===== src/rtl/luc_pkg.sv =====
package luc_pkg;

    typedef enum logic [1:0] {
        ST_IDLE    = 2'd0,
        ST_COLLECT = 2'd1,
        ST_PUBLISH = 2'd2
    } seq_state_e;

    typedef enum logic [1:0] {
        CLS_OVER   = 2'd0,
        CLS_NORMAL = 2'd1,
        CLS_UNDER  = 2'd2,
        CLS_IDLE   = 2'd3
    } util_class_e;

endpackage


===== src/rtl/luc_window_seq.sv =====
module luc_window_seq
    import luc_pkg::*;
#(
    parameter int CNT_W = 16
) (
    input  logic             clk,
    input  logic             rst_n,
    input  logic             run,
    input  logic [CNT_W-1:0] win_len,
    output seq_state_e       state_o,
    output logic             count_en,
    output logic             win_last,
    output logic [CNT_W-1:0] win_len_q
);

    seq_state_e       state_q, state_d;
    logic [CNT_W-1:0] cyc_q;
    logic [CNT_W-1:0] len_eff;
    logic             starting;

    assign len_eff  = (win_len == '0) ? CNT_W'(1) : win_len;
    assign win_last = (state_q == ST_COLLECT) && (cyc_q == win_len_q - CNT_W'(1));
    assign starting = (state_q != ST_COLLECT) && (state_d == ST_COLLECT);

    always_comb begin
        state_d = state_q;
        unique case (state_q)
            ST_IDLE:    if (run) state_d = ST_COLLECT;
            ST_COLLECT: if (win_last) state_d = ST_PUBLISH;
            ST_PUBLISH: state_d = run ? ST_COLLECT : ST_IDLE;
            default:    state_d = ST_IDLE;
        endcase
    end

    always_ff @(posedge clk) begin
        if (!rst_n) begin
            state_q <= ST_IDLE;
        end else begin
            state_q <= state_d;
        end
    end

    always_ff @(posedge clk) begin
        if (!rst_n) begin
            cyc_q     <= '0;
            win_len_q <= CNT_W'(1);
        end else begin
            if (starting) win_len_q <= len_eff;
            if (state_q == ST_COLLECT && !win_last) cyc_q <= cyc_q + CNT_W'(1);
            else                                    cyc_q <= '0;
        end
    end

    assign state_o  = state_q;
    assign count_en = (state_q == ST_COLLECT);

endmodule


===== src/rtl/luc_link_counter.sv =====
module luc_link_counter #(
    parameter int CNT_W = 16
) (
    input  logic             clk,
    input  logic             rst_n,
    input  logic             count_en,
    input  logic             busy_in,
    input  logic             bufh_in,
    output logic [CNT_W-1:0] busy_cnt,
    output logic [CNT_W-1:0] bufh_cnt,
    output logic [CNT_W-1:0] busy_nxt,
    output logic [CNT_W-1:0] bufh_nxt
);

    localparam logic [CNT_W-1:0] SAT = '1;

    always_comb begin
        busy_nxt = busy_cnt;
        bufh_nxt = bufh_cnt;
        if (count_en && busy_in && busy_cnt != SAT) busy_nxt = busy_cnt + CNT_W'(1);
        if (count_en && bufh_in && bufh_cnt != SAT) bufh_nxt = bufh_cnt + CNT_W'(1);
    end

    always_ff @(posedge clk) begin
        if (!rst_n || !count_en) begin
            busy_cnt <= '0;
            bufh_cnt <= '0;
        end else begin
            busy_cnt <= busy_nxt;
            bufh_cnt <= bufh_nxt;
        end
    end

endmodule


===== src/rtl/luc_classify.sv =====
module luc_classify
    import luc_pkg::*;
#(
    parameter int CNT_W = 16
) (
    input  logic [CNT_W-1:0] busy_cnt,
    input  logic [CNT_W-1:0] bufh_cnt,
    input  logic [CNT_W-1:0] lmin_thr,
    input  logic [CNT_W-1:0] bcon_thr,
    output util_class_e      cls
);

    always_comb begin
        if (busy_cnt == '0)            cls = CLS_IDLE;
        else if (bufh_cnt > bcon_thr)  cls = CLS_OVER;
        else if (busy_cnt <= lmin_thr) cls = CLS_UNDER;
        else                           cls = CLS_NORMAL;
    end

endmodule


===== src/rtl/link_util_classifier.sv =====
module link_util_classifier
    import luc_pkg::*;
#(
    parameter int NUM_LINKS = 4,
    parameter int CNT_W     = 16
) (
    input  logic                   clk,
    input  logic                   rst_n,
    input  logic                   run,
    input  logic [CNT_W-1:0]       win_len,
    input  logic [CNT_W-1:0]       lmin_thr,
    input  logic [CNT_W-1:0]       bcon_thr,
    input  logic [NUM_LINKS-1:0]   link_busy,
    input  logic [NUM_LINKS-1:0]   buf_high,
    output logic [2*NUM_LINKS-1:0] class_code,
    output logic                   class_valid
);

    localparam int CODE_W = 2 * NUM_LINKS;

    seq_state_e             seq_state;
    logic                   count_en;
    logic                   win_last;
    logic [CNT_W-1:0]       win_len_q;
    logic [NUM_LINKS*CNT_W-1:0] busy_cnt_flat;
    logic [CODE_W-1:0]      code_d;

    luc_window_seq #(.CNT_W(CNT_W)) u_seq (
        .clk      (clk),
        .rst_n    (rst_n),
        .run      (run),
        .win_len  (win_len),
        .state_o  (seq_state),
        .count_en (count_en),
        .win_last (win_last),
        .win_len_q(win_len_q)
    );

    for (genvar i = 0; i < NUM_LINKS; i++) begin : g_link
        logic [CNT_W-1:0] busy_cnt, bufh_cnt, busy_nxt, bufh_nxt;
        util_class_e      cls;

        luc_link_counter #(.CNT_W(CNT_W)) u_cnt (
            .clk      (clk),
            .rst_n    (rst_n),
            .count_en (count_en),
            .busy_in  (link_busy[i]),
            .bufh_in  (buf_high[i]),
            .busy_cnt (busy_cnt),
            .bufh_cnt (bufh_cnt),
            .busy_nxt (busy_nxt),
            .bufh_nxt (bufh_nxt)
        );

        luc_classify #(.CNT_W(CNT_W)) u_cls (
            .busy_cnt (busy_nxt),
            .bufh_cnt (bufh_nxt),
            .lmin_thr (lmin_thr),
            .bcon_thr (bcon_thr),
            .cls      (cls)
        );

        assign code_d[2*i +: 2]               = cls;
        assign busy_cnt_flat[i*CNT_W +: CNT_W] = busy_cnt;
    end

    always_ff @(posedge clk) begin
        if (!rst_n) begin
            class_valid <= 1'b0;
            class_code  <= '1;
        end else begin
            class_valid <= win_last;
            if (win_last) class_code <= code_d;
        end
    end

endmodule


===== config.mk =====
export PLATFORM = sky130hd
export DESIGN_NAME = link_util_classifier
export DESIGN_NICKNAME = d
export VERILOG_FILES = /design/src/rtl/luc_pkg.sv /design/src/rtl/luc_window_seq.sv /design/src/rtl/luc_link_counter.sv /design/src/rtl/luc_classify.sv /design/src/rtl/link_util_classifier.sv
export SDC_FILE = /design/constraint.sdc
export NUM_CORES = 1
export LEC_CHECK = 0
export BUFFER_PORTS_ARGS = -buffer_cell sky130_fd_sc_hd__clkbuf_2
export CORE_ASPECT_RATIO = 0.9
export CORE_UTILIZATION = 35
export DETAILED_ROUTE_END_ITERATION = 8
export PLACE_DENSITY = 0.51
export REMOVE_ABC_BUFFERS = 1
export SLEW_MARGIN = 10
export SYNTH_ARGS = -nofsm -noshare
export SYNTH_HDL_FRONTEND = slang
export SYNTH_HIERARCHICAL = 1
export SYNTH_SLANG_ARGS = --single-unit

===== constraint.sdc =====
create_clock -name clk -period 4.8 [get_ports clk]
set_input_delay 0.72 -clock clk [delete_from_list [all_inputs] [get_ports clk]]
set_output_delay 0.72 -clock clk [all_outputs]
set_load 0.01 [all_outputs]

==> Yosys cells after proc, flatten, opt, wreduce, memory -nomap -nowiden <==
Cells that the tools add are included.
{ "totals": {"regBits": 171, "out_inout_bits": 9} }
{ "classes": {"eq_ne": 13, "n_reduce_logical": 30, "mux": 25, "n_lt_le_gt_ge": 8, "addsub": 10} }
{ "ops": {"columns": ["cell", "n"], "rows": [
  ["$add A16 B1 Y16 const B", 9],
  ["$mux W16", 9],
  ["$ne A16 B16 Y1 const B", 8],
  ["$logic_not A16 Y1", 5],
  ["$gt A16 B16 Y1", 4],
  ["$le A16 B16 Y1", 4],
  ["$mux W2", 14],
  ["$logic_and A1 B1 Y1", 19],
  ["$eq A16 B16 Y1", 1],
  ["$sub A16 B1 Y16 const B", 1],
  ["$pmux W2 S3", 1],
  ["$eq A2 B1 Y1 const B", 2],
  ["$logic_not A1 Y1", 3],
  ["$eq A2 B2 Y1 const B", 1],
  ["$logic_not A2 Y1", 1],
  ["$ne A2 B1 Y1 const B", 1],
  ["$reduce_and A2 Y1", 1],
  ["$logic_or A1 B1 Y1", 1],
  ["$mux W1", 1]
]} }

==> Longest topological paths before layout <==
Gate-level depths: netlist of run 1.
{ "depth": {"depth_word": 8, "depth_mapped": 15, "depth_no_buf": 14} }

==> Modules after synthesis <==
The synthesis of run 1 kept the hierarchy.
{ "by_module_without_submodules": {"columns": ["mod", "n_inst", "area_per_inst_um2", "cells_each", "seq_area_each_um2"], "rows": [
  ["luc_link_counter at g_link[1].u_cnt ...", 3, 1884.3, 235, 640.6],
  ["luc_classify", 4, 845.8, 120, 0.0],
  ["luc_window_seq", 1, 2138.3, 257, 680.7],
  ["luc_link_counter at g_link[0].u_cnt", 1, 1888.1, 233, 640.6],
  ["link_util_classifier", 1, 314.1, 28, 180.2]
]} }

==> Worst setup path before layout of run 1 <==
No wires, ideal clock.
{ "synth_timing": {"path_kind": "register -> register", "startpoint": "register u_seq.state_q[0], in the netlist u_seq/state_o[0]", "endpoint": "register class_code[2]", "slack_ns": 0.769, "t_arrival_ns": 3.913, "setup_ns": 0.117, "period_less_slack_ns": 4.031, "stages_incl_launch_ff": 15, "cell_sequence": "dfxtp_1 nor2b_1 nand2_1 or3_1 buf_2 or4_1 nand2_1 ha_1 a21oi_1 nand2_1 a221o_1 o31ai_1 o21ai_1 mux2i_1 nand2_1"} }
{ "synth_between": {"elab_chain_len": 8} }
{ "synth_rtl": {"columns": ["element", "line", "rtl"], "rows": [
  ["start, declared", "luc_window_seq.sv:16", "seq_state_e state_q, state_d;"],
  ["start signal, assigned", "luc_window_seq.sv:39", "state_q <= state_d;"],
  ["$eq A2 B1 Y1 (*)", "luc_window_seq.sv:55", "assign count_en = (state_q == ST_COLLECT);"],
  ["named net count_en", "link_util_classifier.sv:22", "logic count_en;"],
  ["$logic_and A1 B1 Y1 (*) (2 in series)", "luc_link_counter.sv:20", "if (count_en && busy_in && busy_cnt != SAT) busy_nxt = busy_cnt + CNT_W'(1);"],
  ["$mux W16 (*)", "luc_link_counter.sv:20", null],
  ["named net g_link[1].busy_nxt[14]", "link_util_classifier.sv:40", "logic [CNT_W-1:0] busy_cnt, bufh_cnt, busy_nxt, bufh_nxt;"],
  ["$le A16 B16 Y1", "luc_classify.sv:16", "else if (busy_cnt <= lmin_thr) cls = CLS_UNDER;"],
  ["$mux W2", "luc_classify.sv:16", null],
  ["$mux W2", "luc_classify.sv:15", "else if (bufh_cnt > bcon_thr) cls = CLS_OVER;"],
  ["$mux W2 (*)", "luc_classify.sv:14", "if (busy_cnt == '0) cls = CLS_IDLE;"],
  ["named net g_link[1].cls[0]", "link_util_classifier.sv:41", "util_class_e cls;"],
  ["end signal, assigned", "link_util_classifier.sv:73", "if (win_last) class_code <= code_d;"],
  ["end, declared", "link_util_classifier.sv:15", "output logic [2*NUM_LINKS-1:0] class_code,"]
]} }
Mark *: on every way through the listed nets, which the timed path passes. The rest lies on a longest branch.
A chain may end at the register's enable or synchronous reset.

==> Worst setup path in the final report of run 1 <==
{ "layout_timing": {"startpoint": "register u_seq.state_q[0], in the netlist u_seq/state_o[0]", "endpoint": "register class_code[5]"} }
{ "layout_lines": {"columns": ["element", "line", "rtl"], "rows": [
  ["$eq A2 B1 Y1", "luc_window_seq.sv:55", null],
  ["named net count_en", "link_util_classifier.sv:22", null],
  ["$logic_and A1 B1 Y1 (2 in series)", "luc_link_counter.sv:21", "if (count_en && bufh_in && bufh_cnt != SAT) bufh_nxt = bufh_cnt + CNT_W'(1);"],
  ["$mux W16", "luc_link_counter.sv:21", null],
  ["named net g_link[2].bufh_nxt[13]", "link_util_classifier.sv:40", null],
  ["$gt A16 B16 Y1", "luc_classify.sv:15", null],
  ["$mux W2", "luc_classify.sv:15", null],
  ["$mux W2", "luc_classify.sv:14", null],
  ["named net g_link[2].cls[1]", "link_util_classifier.sv:41", null]
]} }
The timed path passes the listed nets, and every way through them passes these cells.

==> metrics.md, run 1 <==
| Metric | Value |
|---|---|
| Status | `finished clean` |
| Crit-path slowest cell | `or4_1` |
| Vias in the first global route | `11,243` |
| Number of buffers created by CTS | `17` |
| CP startpoint kind | `flop` |
| Commonest non-fill, non-tap cell in the layout | `nand2_1` |
| Leak | `6.35 nW` |
| CP Class | `flop to flop` |
| Mapped Cells | `1,703` |
| Clock-pin transition on the worst setup and hold timing paths | `0.08 ns` |
| Max VDD drop | `0.000191 V` |
| Ant. Diodes | `0` |
| Post-detailed-route via-to-cell ratio | `5.42` |
| Met3 GRT Util | `2.80%` |
| DP Area | `14,100 µm²` |
| Final Max Slew Viols | `0` |
| Post-route DRC | `0` |
| IO buf count | `67` |
| Worst setup EP type | `flop` |
| Finished Core Util | `39.3%` |
| Area delta synth->final | `10.1%` |
| 1st-iter DRT viols | `775` |
| Final #Nets | `1,940` |
| Wirelength per Cell | `16.4 µm` |
| Post-CTS resize count | `0` |
| Placer congestion estimate | `0.827` |
| CTS tree | `done` |
| Fin. Hold Viols | `0` |
| Fin crit period | `4.05 ns` |
| DR pass1 iterations | `5` |
| CTS hold repair buffers | `0` |
| Flops & latches, synth | `171` |
| Via count | `12,137` |
| # fillers | `3,768` |
| CTS max path bufs | `2` |
| Power per cell area | `222 nW/µm²` |
| Share of cells above drive strength 1 | `9.34%` |
| GRT busiest layer | `met2` |
| Min-delay worst type | `flop to flop` |
| WP data required | `5.12 ns` |
| Remaining antenna violation count | `0` |
| Initial antenna violation count | `0` |
| CP Max Fanout | `22` |
| Placed cells | `2,207` |
| Post-synth EDFFs | `0` |
| GR Util met2 | `30.1%` |
| GR Util met1 | `27.2%` |
| Slew @ Worst Pin | `1.06 ns` |
| Largest net degree at the start of global routing | `26` |
| # Post-CTS Setup Buffers | `0` |
| Num rows | `67` |
| Sinks on Clock Net | `171` |
| Final setup TNS | `0 ns` |
| Crit path buf inv count | `0` |
| Sequential share of the synthesized area | `25.6%` |
| Final setup violation count | `0` |
| Fmax | `0.247 GHz` |
| Most frequent CP cell | `nand2_1` |
| Fin cells | `2,239` |
| Normalized max-slew margin | `29.6%` |
| First-pass GRT wire length | `59,800 µm` |
| Die X | `208 µm` |
| RSZ-0062 raised after global routing | `false` |
| Die Y | `187 µm` |
| Syn. warnings | `6` |
| Initial Utilization | `35.7%` |
| Number of distinct library cells after synthesis | `77` |
| Most frequent cells in the layout | `nand2_1, dfxtp_1, ha_1` |
| CTS Root Cell | `clkbuf_16` |
| Ys async rst share | `0%` |
| Final HPWL DP | `28,400 µm` |
| Routed WL | `36,800 µm` |
| Post-Syn Area | `13,400 µm²` |
| Crit path DAT | `4.37 ns` |
| Slowest cell delay on critical path | `0.65 ns` |
| CP top delay family | `simple AND/OR/NAND/NOR gates` |
| I/O pins | `68` |
| Core Box Area | `37,500 µm²` |
| Worst skew pair latency | `0.45 ns` |
| Syn_area_per_cell | `7.85 µm²` |
| H-tree depth | `4` |
| Final cycle utilization of the critical path | `84.5%` |
| GRT Total Usage | `19.1%` |
| Layout Skew | `0.0129 ns` |
| Max cap viols | `0` |
| Grt total ovfl | `0` |
| Predominant post-synthesis flop cell | `dfxtp_1` |
| Critical path cell sequence | `nor2b_4, nand2_1, or4_1, o31ai_1, nand2_1, ha_1, nand4_1, nor4_1, a21boi_1, o31a_1, o21ai_1, mux2i_1, nand2_1` |
| Design Area, Final | `14,700 µm²` |
| Die area | `39,000 µm²` |
final timing paths:
path / startpoint / end / slack [ns] / cells past startpoint
setup / recovery: u_seq/state_o[0] / class_code[5] / 0.75 / 13
hold / removal: class_code[6] / class_code[6] / 0.49 / 2
setup reg to reg: u_seq/state_o[0] / class_code[5] / 0.75 / 13
hold reg to reg: class_code[6] / class_code[6] / 0.49 / 2
area by class of cell:
| type | count | area (µm²) | share of cell area (%) |
|---|---|---|---|
| multi-input combinational | 1343 | 9220 | 62.6 |
| sequential | 171 | 3420 | 23.2 |
| tap | 483 | 604 | 4.10 |
| inverter | 137 | 514 | 3.49 |
| clock buffer | 17 | 425 | 2.89 |
| timing repair buffer | 73 | 380 | 2.58 |
| clock inverter | 15 | 160 | 1.09 |
registers in the layout, summed over array words and instances, names as in the netlist:
name and cells:
class_code 8, class_valid 1, g_link.u_cnt/bufh_cnt 64, g_link.u_cnt/busy_cnt 64
u_seq/cyc_q 16, u_seq/state_o 2, u_seq/win_len_q 16
cells by family (layout without fill, tap and decap cells):
kind of cell	after synthesis	count (layout)	synth area share (%)
AO/OA/AOI/OAI	349	349	16.3
XOR/XNOR	81	81	5.30
adder cells (fa/ha/maj)	138	138	12.9
buffers and inverters	189	242	5.61
flip-flops	171	171	25.6
multiplexers	53	53	4.04
AND/OR/NAND/NOR	722	722	30.3
metrics by stage:
stage	setup slack, ns	power, W	hold WS (ns)
2_1_floorplan	0.761	0.00172	0.456
3_3_place_gp	0.872	0.00186	0.469
3_5_place_dp	0.735	0.00187	0.468
4_1_cts	0.708	0.00332	0.490
5_1_grt	0.319	0.00342	0.498
6_report	0.745	0.00326	0.487
synthesized netlist by cell type, drive strengths merged, types with 24 or more instances:
| cell type | number | area [µm²] |
|---|---|---|
| xor2 | 41 | 359 |
| xnor2 | 40 | 350 |
| nor2 | 53 | 199 |
| or4 | 36 | 278 |
| nand3 | 55 | 280 |
| nand2b | 50 | 313 |
| a21oi | 127 | 651 |
| ha | 138 | 1730 |
| clkbuf | 34 | 129 |
| o21ai | 87 | 435 |
| mux2i | 45 | 450 |
| dfxtp | 171 | 3420 |
| nand2 | 248 | 933 |
| a211oi | 25 | 188 |
| nor4 | 44 | 375 |
| or3 | 43 | 275 |
| inv | 137 | 514 |
| nand4 | 81 | 592 |
| nor3 | 36 | 220 |
| a21boi | 24 | 180 |
worst register-to-register path: stages, from the launching register on:
cell and delay (ns):
dfxtp_1 0.36, nor2b_4 0.59, nand2_1 0.32, or4_1 0.66
o31ai_1 0.34, nand2_1 0.11, ha_1 0.31, nand4_1 0.15
nor4_1 0.37, a21boi_1 0.20, o31a_1 0.22, o21ai_1 0.09
mux2i_1 0.14, nand2_1 0.06
routing by layer:
layer / vias up / routed length [µm] / share of wire, %
li1: 6260 / - / -
met1: 5682 / 19300 / 52
met2: 174 / 16000 / 44
met3: 21 / 935 / 2.5
met4: 0 / 508 / 1.4
met5: - / 0 / 0
report_power, final:
group	switching [W]	total, W	internal (W)
clock network	0.000653	0.00143	0.000776
logic	0.000251	0.000383	0.000132
registers	0.0000221	0.00145	0.00143
total	0.000926	0.00326	0.00234
Power figures use the tool's default switching activity.
==> inputs of run 2 (changes only) <==
Settings changed: ABC_AREA set to 1.
Clock period 4.8 ns to 4 ns, I/O delays scaled along.
==> run 2 against run 1 <==
- synthesized cell count increased by 35%
- routed wire length up 4.9%
- power up 25%
- flip-flop and latch count unchanged
- setup slack hardly changed
- final cell count up 30%
- die area rose by 7.7%
- clock-buffer cell count increased by 2
- critical endpoint is now class_code[0]
- highest routed layer unchanged
==> metrics.md, run 2 <==
| Metric | Value |
|---|---|
| Syn_area_per_cell | `6.27 µm²` |
| Commonest non-fill, non-tap cell in the layout | `nand2_1` |
| Clock-pin transition on the worst setup and hold timing paths | `0.07 ns` |
| CTS tree | `done` |
| Overall power | `0.00408 W` |
| Final setup violation count | `0` |
| Post-synth top area share | `23.7%` |
| Final hold slack | `0.395 ns` |
| CTS Root Cell | `clkbuf_16` |
| RSZ-0062 raised after global routing | `false` |
| CTS max path bufs | `2` |
| Sequential share of the synthesized area | `23.7%` |
| Num rows | `70` |
| Min-delay worst type | `primary input to flop` |
| Post-CTS resize count | `0` |
| Share of cells above drive strength 1 | `11.9%` |
| 1st-iter DRT viols | `696` |
| Reg2Reg Setup Slack | `0.75 ns` |
| GRT Total Usage | `18.9%` |
| Layout Skew | `0.00898 ns` |
| Die area | `42,000 µm²` |
| Worst setup EP type | `flop` |
| Leak | `8.18 nW` |
| Placed cells | `2,887` |
| CP Max Fanout | `12` |
| Reg2Reg Capture Point | `class_code[0]` |
| Final #Nets | `2,563` |
| Final Max Slew Viols | `0` |
| CTS hold repair buffers | `0` |
| Die X | `216 µm` |
| Ant. Diodes | `0` |
| Normalized max-slew margin | `48.7%` |
| Largest registers | `g_link.u_cnt/bufh_cnt (64), g_link.u_cnt/busy_cnt (64)` |
| Die Y | `195 µm` |
| Flops & latches, synth | `171` |
| Wirelength per Cell | `13.2 µm` |
| Initial antenna violation count | `0` |
| Dpl ws | `0.714 ns` |
| Final cycle utilization of the critical path | `81.4%` |
| Final HPWL DP | `30,400 µm` |
| Most numerous cell in the Yosys netlist | `nand2_1` |
| CP startpoint kind | `flop` |
| Fmax | `0.307 GHz` |
| Syn. warnings | `6` |
| Crit path DAT | `3.57 ns` |
| Critical path endpoint | `class_code[0]` |
| IO buf count | `67` |
| DR pass1 iterations | `5` |
| Number of buffers created by CTS | `17` |
| Max VDD drop | `0.000212 V` |
| Fin. Hold Viols | `0` |
| Synth top cells by count | `nand2_1, inv_1, nor2_1` |
| Placer congestion estimate | `0.859` |
| Ys async rst share | `0%` |
| Area delta synth->final | `10.3%` |
| Mapped Cells | `2,300` |
| Worst skew pair latency | `0.45 ns` |
| Routed WL | `38,600 µm` |
| Post-Syn Area | `14,400 µm²` |
| Post-detailed-route via-to-cell ratio | `4.65` |
| Top post-synthesis cells by area | `dfxtp_1, nand2_1, ha_1` |
| Post-route DRC | `0` |
| Grt total ovfl | `0` |
| Fin crit period | `3.25 ns` |
| Initial Utilization | `35.5%` |
| WP data required | `4.31 ns` |
| CP Class | `flop to flop` |
| Fin cells | `2,919` |
| Largest net degree at the start of global routing | `33` |
| Launch point of the worst path | `u_seq/state_o[0]` |
| Area leader, netlist | `dfxtp_1` |
| Remaining antenna violation count | `0` |
| Slew @ Worst Pin | `0.768 ns` |
| Number of distinct library cells after synthesis | `38` |
| Worst r2r src | `u_seq/state_o[0]` |
| Post-route setup slack | `0.745 ns` |
| Vias in the first global route | `12,630` |
| I/O pins | `68` |
| # Post-CTS Setup Buffers | `0` |
| Via count | `13,572` |
| H-tree depth | `4` |
| Post-synth EDFFs | `0` |
| Predominant post-synthesis flop cell | `dfxtp_1` |
| Max cap viols | `0` |
| Status | `finished clean` |
| First-pass GRT wire length | `63,600 µm` |
| Sinks on Clock Net | `171` |
| # fillers | `4,371` |
| Power per cell area | `256 nW/µm²` |
| Core Box Area | `40,600 µm²` |
| Worst Reg-to-Reg Cells | `20` |
| Most frequent cells in the layout | `nand2_1, inv_1, nor2_1` |
| Final setup TNS | `0 ns` |
==> run 2: cell types whose count changed after synthesis, moves of 36 or more <==
cell      delta
nand2_1    +456
inv_1      +276
nor2_1     +196
nand3_1     +77
nand2_2     +52
nand2b_1    -50
mux2i_1     -45
or3_1       -41
o21ai_0     -36
==> run 2: final cells by class <==
class,instances,area [µm²],area share [%]
multi-input cells,1675,9220,58.0
flip-flops and latches,171,3420,21.5
inverters,428,1610,10.1
well taps,540,676,4.25
clock buffers,19,433,2.72
repair buffers,73,380,2.39
clock inverters,13,165,1.04
==> run 2: worst min-delay path by stage <==
stage	startpoint	slack (ns)	to	cells after the start
floorplan	u_seq/cyc_q[0]	0.44	u_seq/cyc_q[0]	1
global placement	u_seq/cyc_q[0]	0.47	u_seq/cyc_q[0]	1
detailed placement	class_code[0]	0.47	class_code[0]	2
CTS	win_len[14]	0.37	u_seq/win_len_q[14]	3
global route	win_len[14]	0.37	u_seq/win_len_q[14]	3
finish	win_len[14]	0.39	u_seq/win_len_q[14]	3
==> run 2: layer usage <==
metal  track usage [%]  up-vias  part of all wire, %
met5                 0        -                    0
met4              3.65        0                  1.0
li1                  -     7300                    -
met3              3.18       25                  3.7
met1              25.6     6059                   50
met2              31.4      188                   45
==> run 2: where the power goes <==
part           internal (W)  switching (W)
combinational      0.000174       0.000390
sequential          0.00173      0.0000238
clock              0.000987       0.000775
total               0.00289        0.00119
==> run 2: logic make-up (layout without fill, tap and decap cells) <==
logic type / after synthesis / after routing / share of synthesized area, %
and+or+nand+nor: 1304 / 1304 / 41.5
buffers and inverters: 454 / 533 / 12.3
AOI/OAI and AO/OA: 185 / 185 / 7.54
DFF: 171 / 171 / 23.7
adders and majority gates: 138 / 138 / 12.0
xor gates and xnor gates: 48 / 48 / 2.92
==> run 2: worst max-delay path, stage by stage, from the launching register on <==
cell and delay [ns]:
dfxtp_1 0.31, inv_1 0.05, nor2_2 0.20, buf_4 0.34, nand2_2 0.21, nor2_2 0.22
nand2_2 0.11, nor2_2 0.15, nand3_2 0.06, nand2_1 0.09, inv_1 0.05, ha_1 0.28
nand2_1 0.10, nor4_4 0.29, nand2_1 0.08, nand2_1 0.06, nand2_1 0.19, nand2_1 0.13
nand2_1 0.05, nand2_1 0.06, nand3_1 0.07
==> run 2: through the flow <==
stage          area (µm²)  util (%)
2_1_floorplan       14200         -
3_3_place_gp        15300      37.7
3_5_place_dp        15300      37.7
4_1_cts             15900      39.1
5_1_grt             15900      39.1
6_report            15900      39.1
==> inputs of run 3 (changes only) <==
Settings changed: PLACE_DENSITY 0.51 to 0.53.
Clock period 4 ns to 2.9 ns, I/O delays scaled along.
==> run 3 against run 2 <==
- register-to-register slack worse by 0.60 ns
- clock-buffer cell count down 1
- die area unchanged
- routed wire length up 3.6%
- largest cell class unchanged
==> metrics.md, run 3 (synthesized netlist as in run 2, its figures left out) <==
| Metric | Value |
|---|---|
| GR Util met2 | `32.0%` |
| Placed cells | `2,905` |
| I/O pins | `68` |
| 1st-iter DRT viols | `718` |
| WP data required | `3.30 ns` |
| Power per cell area | `330 nW/µm²` |
| Die X | `216 µm` |
| # fillers | `4,342` |
| CTS tree | `done` |
| Fin crit period | `2.75 ns` |
| Max cap viols | `0` |
| Post-detailed-route via-to-cell ratio | `4.70` |
| Die area | `42,000 µm²` |
| Status | `finished clean` |
| Fin cells | `2,968` |
| Share of cells above drive strength 1 | `19.0%` |
| Final cycle utilization of the critical path | `94.9%` |
| Via count | `13,939` |
| H-tree depth | `4` |
| Final #Nets | `2,612` |
| Worst setup EP type | `flop` |
| Area delta synth->final | `18.1%` |
| Sinks on Clock Net | `171` |
| CP startpoint kind | `flop` |
| Largest registers | `g_link.u_cnt/bufh_cnt (64), g_link.u_cnt/busy_cnt (64)` |
| Slew @ Worst Pin | `0.569 ns` |
| GRT busiest layer | `met2` |
| First-pass GRT wire length | `63,100 µm` |
| DR pass1 iterations | `5` |
| Die Y | `195 µm` |
| CTS Root Cell | `clkbuf_16` |
| Wirelength per Cell | `13.5 µm` |
| CP Max Fanout | `7` |
| Max VDD drop | `0.000373 V` |
| Fin. Hold Viols | `0` |
| Post-route DRC | `0` |
| Worst skew pair latency | `0.47 ns` |
| DP Area | `15,400 µm²` |
| Fmax | `0.363 GHz` |
| Most frequent cells in the layout | `nand2_1, inv_1, nor2_1` |
| Initial antenna violation count | `0` |
| Commonest non-fill, non-tap cell in the layout | `nand2_1` |
| Final setup TNS | `0 ns` |
| Grt total ovfl | `0` |
| GRT Total Usage | `18.8%` |
| Num rows | `70` |
| Remaining antenna violation count | `0` |
| Routed WL | `39,900 µm` |
| CTS max path bufs | `2` |
| Final Max Slew Viols | `0` |
| Met3 GRT Util | `2.99%` |
| Leak | `8.56 nW` |
| Final setup violation count | `0` |
| Min-delay worst type | `primary input to flop` |
| Design Area, Final | `17,000 µm²` |
| Number of buffers created by CTS | `17` |
| Layout Skew | `0.0175 ns` |
| Crit path DAT | `3.15 ns` |
| Initial Utilization | `35.5%` |
| IO buf count | `67` |
| Core Box Area | `40,600 µm²` |
| Largest net degree at the start of global routing | `33` |
| Normalized max-slew margin | `62.0%` |
| Vias in the first global route | `12,710` |
| RSZ-0062 raised after global routing | `true` |
| CP Class | `flop to flop` |
| Placer congestion estimate | `0.861` |
| Final HPWL DP | `30,900 µm` |
| Ant. Diodes | `0` |
| GR Util met1 | `24.8%` |
| Clock-pin transition on the worst setup and hold timing paths | `0.08 ns` |
## run 3: per-layer routing
metal / vias up / part of all wire [%]
met5: - / 0
met4: 0 / 1.4
met3: 42 / 2.8
met2: 170 / 47
met1: 6339 / 49
li1: 7388 / -
## run 3: timing repair
action                     in CTS  in global routing
hold buffers                    0                  0
resized for setup               3                191
cloned                          0                  1
setup endpoints to repair       4                  8
setup buffers                   8                 22
pin swaps                       1                 42
## run 3: path summary, 6_finish.rpt
check,start,slack (ns),to,cells after the start
setup / recovery,u_seq/state_o[0],0.15,class_code[1],22
setup reg to reg,u_seq/state_o[0],0.15,class_code[1],22
hold reg to reg,class_code[4],0.48,class_code[4],2
hold / removal,win_len[8],0.22,u_seq/win_len_q[8],3
## run 3: where the power goes
part	switching [W]	leakage [nW]	internal [W]
Sequential	0.0000346	1.39	0.00238
Combinational	0.000586	6.90	0.000300
Clock	0.00116	0.267	0.00115
## run 3: layout make-up
cell class                      instances  area (µm²)  share of cell area [%]
Inverter                              428        1620                    9.51
Multi-Input combinational cell       1676        9940                    58.4
Clock inverter                         14         130                   0.764
Sequential cell                       171        3440                    20.2
Clock buffer                           18         439                    2.58
Timing Repair Buffer                  121         788                    4.63
Tap cell                              540         676                    3.97
## run 3: worst max-delay path: stages, from the launching register on
cell	delay [ns]
dfxtp_2	0.33
inv_2	0.04
nor2_4	0.11
buf_12	0.19
buf_8	0.16
buf_6	0.11
nand2_4	0.06
buf_6	0.13
nor2_4	0.14
buf_4	0.14
nand2_1	0.08
nand2_2	0.09
ha_1	0.25
a21o_1	0.19
nor2_1	0.11
nand2_1	0.09
nand2_2	0.08
nand2_1	0.05
nand2_1	0.06
nand2_1	0.05
nand2_1	0.07
nand2_1	0.07
nand3_1	0.07
## run 3: metrics by stage
step / hold slack [ns] / total power [W] / worst slack [ns] / utilization [%]
final: 0.222 / 0.00562 / 0.147 / 41.9
after global placement: 0.451 / 0.00326 / -0.0630 / 38.0
after detailed placement: 0.463 / 0.00327 / -0.0751 / 38.0
after floorplan: 0.441 / 0.00297 / -0.0794 / -
after CTS: 0.197 / 0.00562 / 0.00194 / 39.6
after global routing: 0.209 / 0.00591 / -0.0743 / 41.9
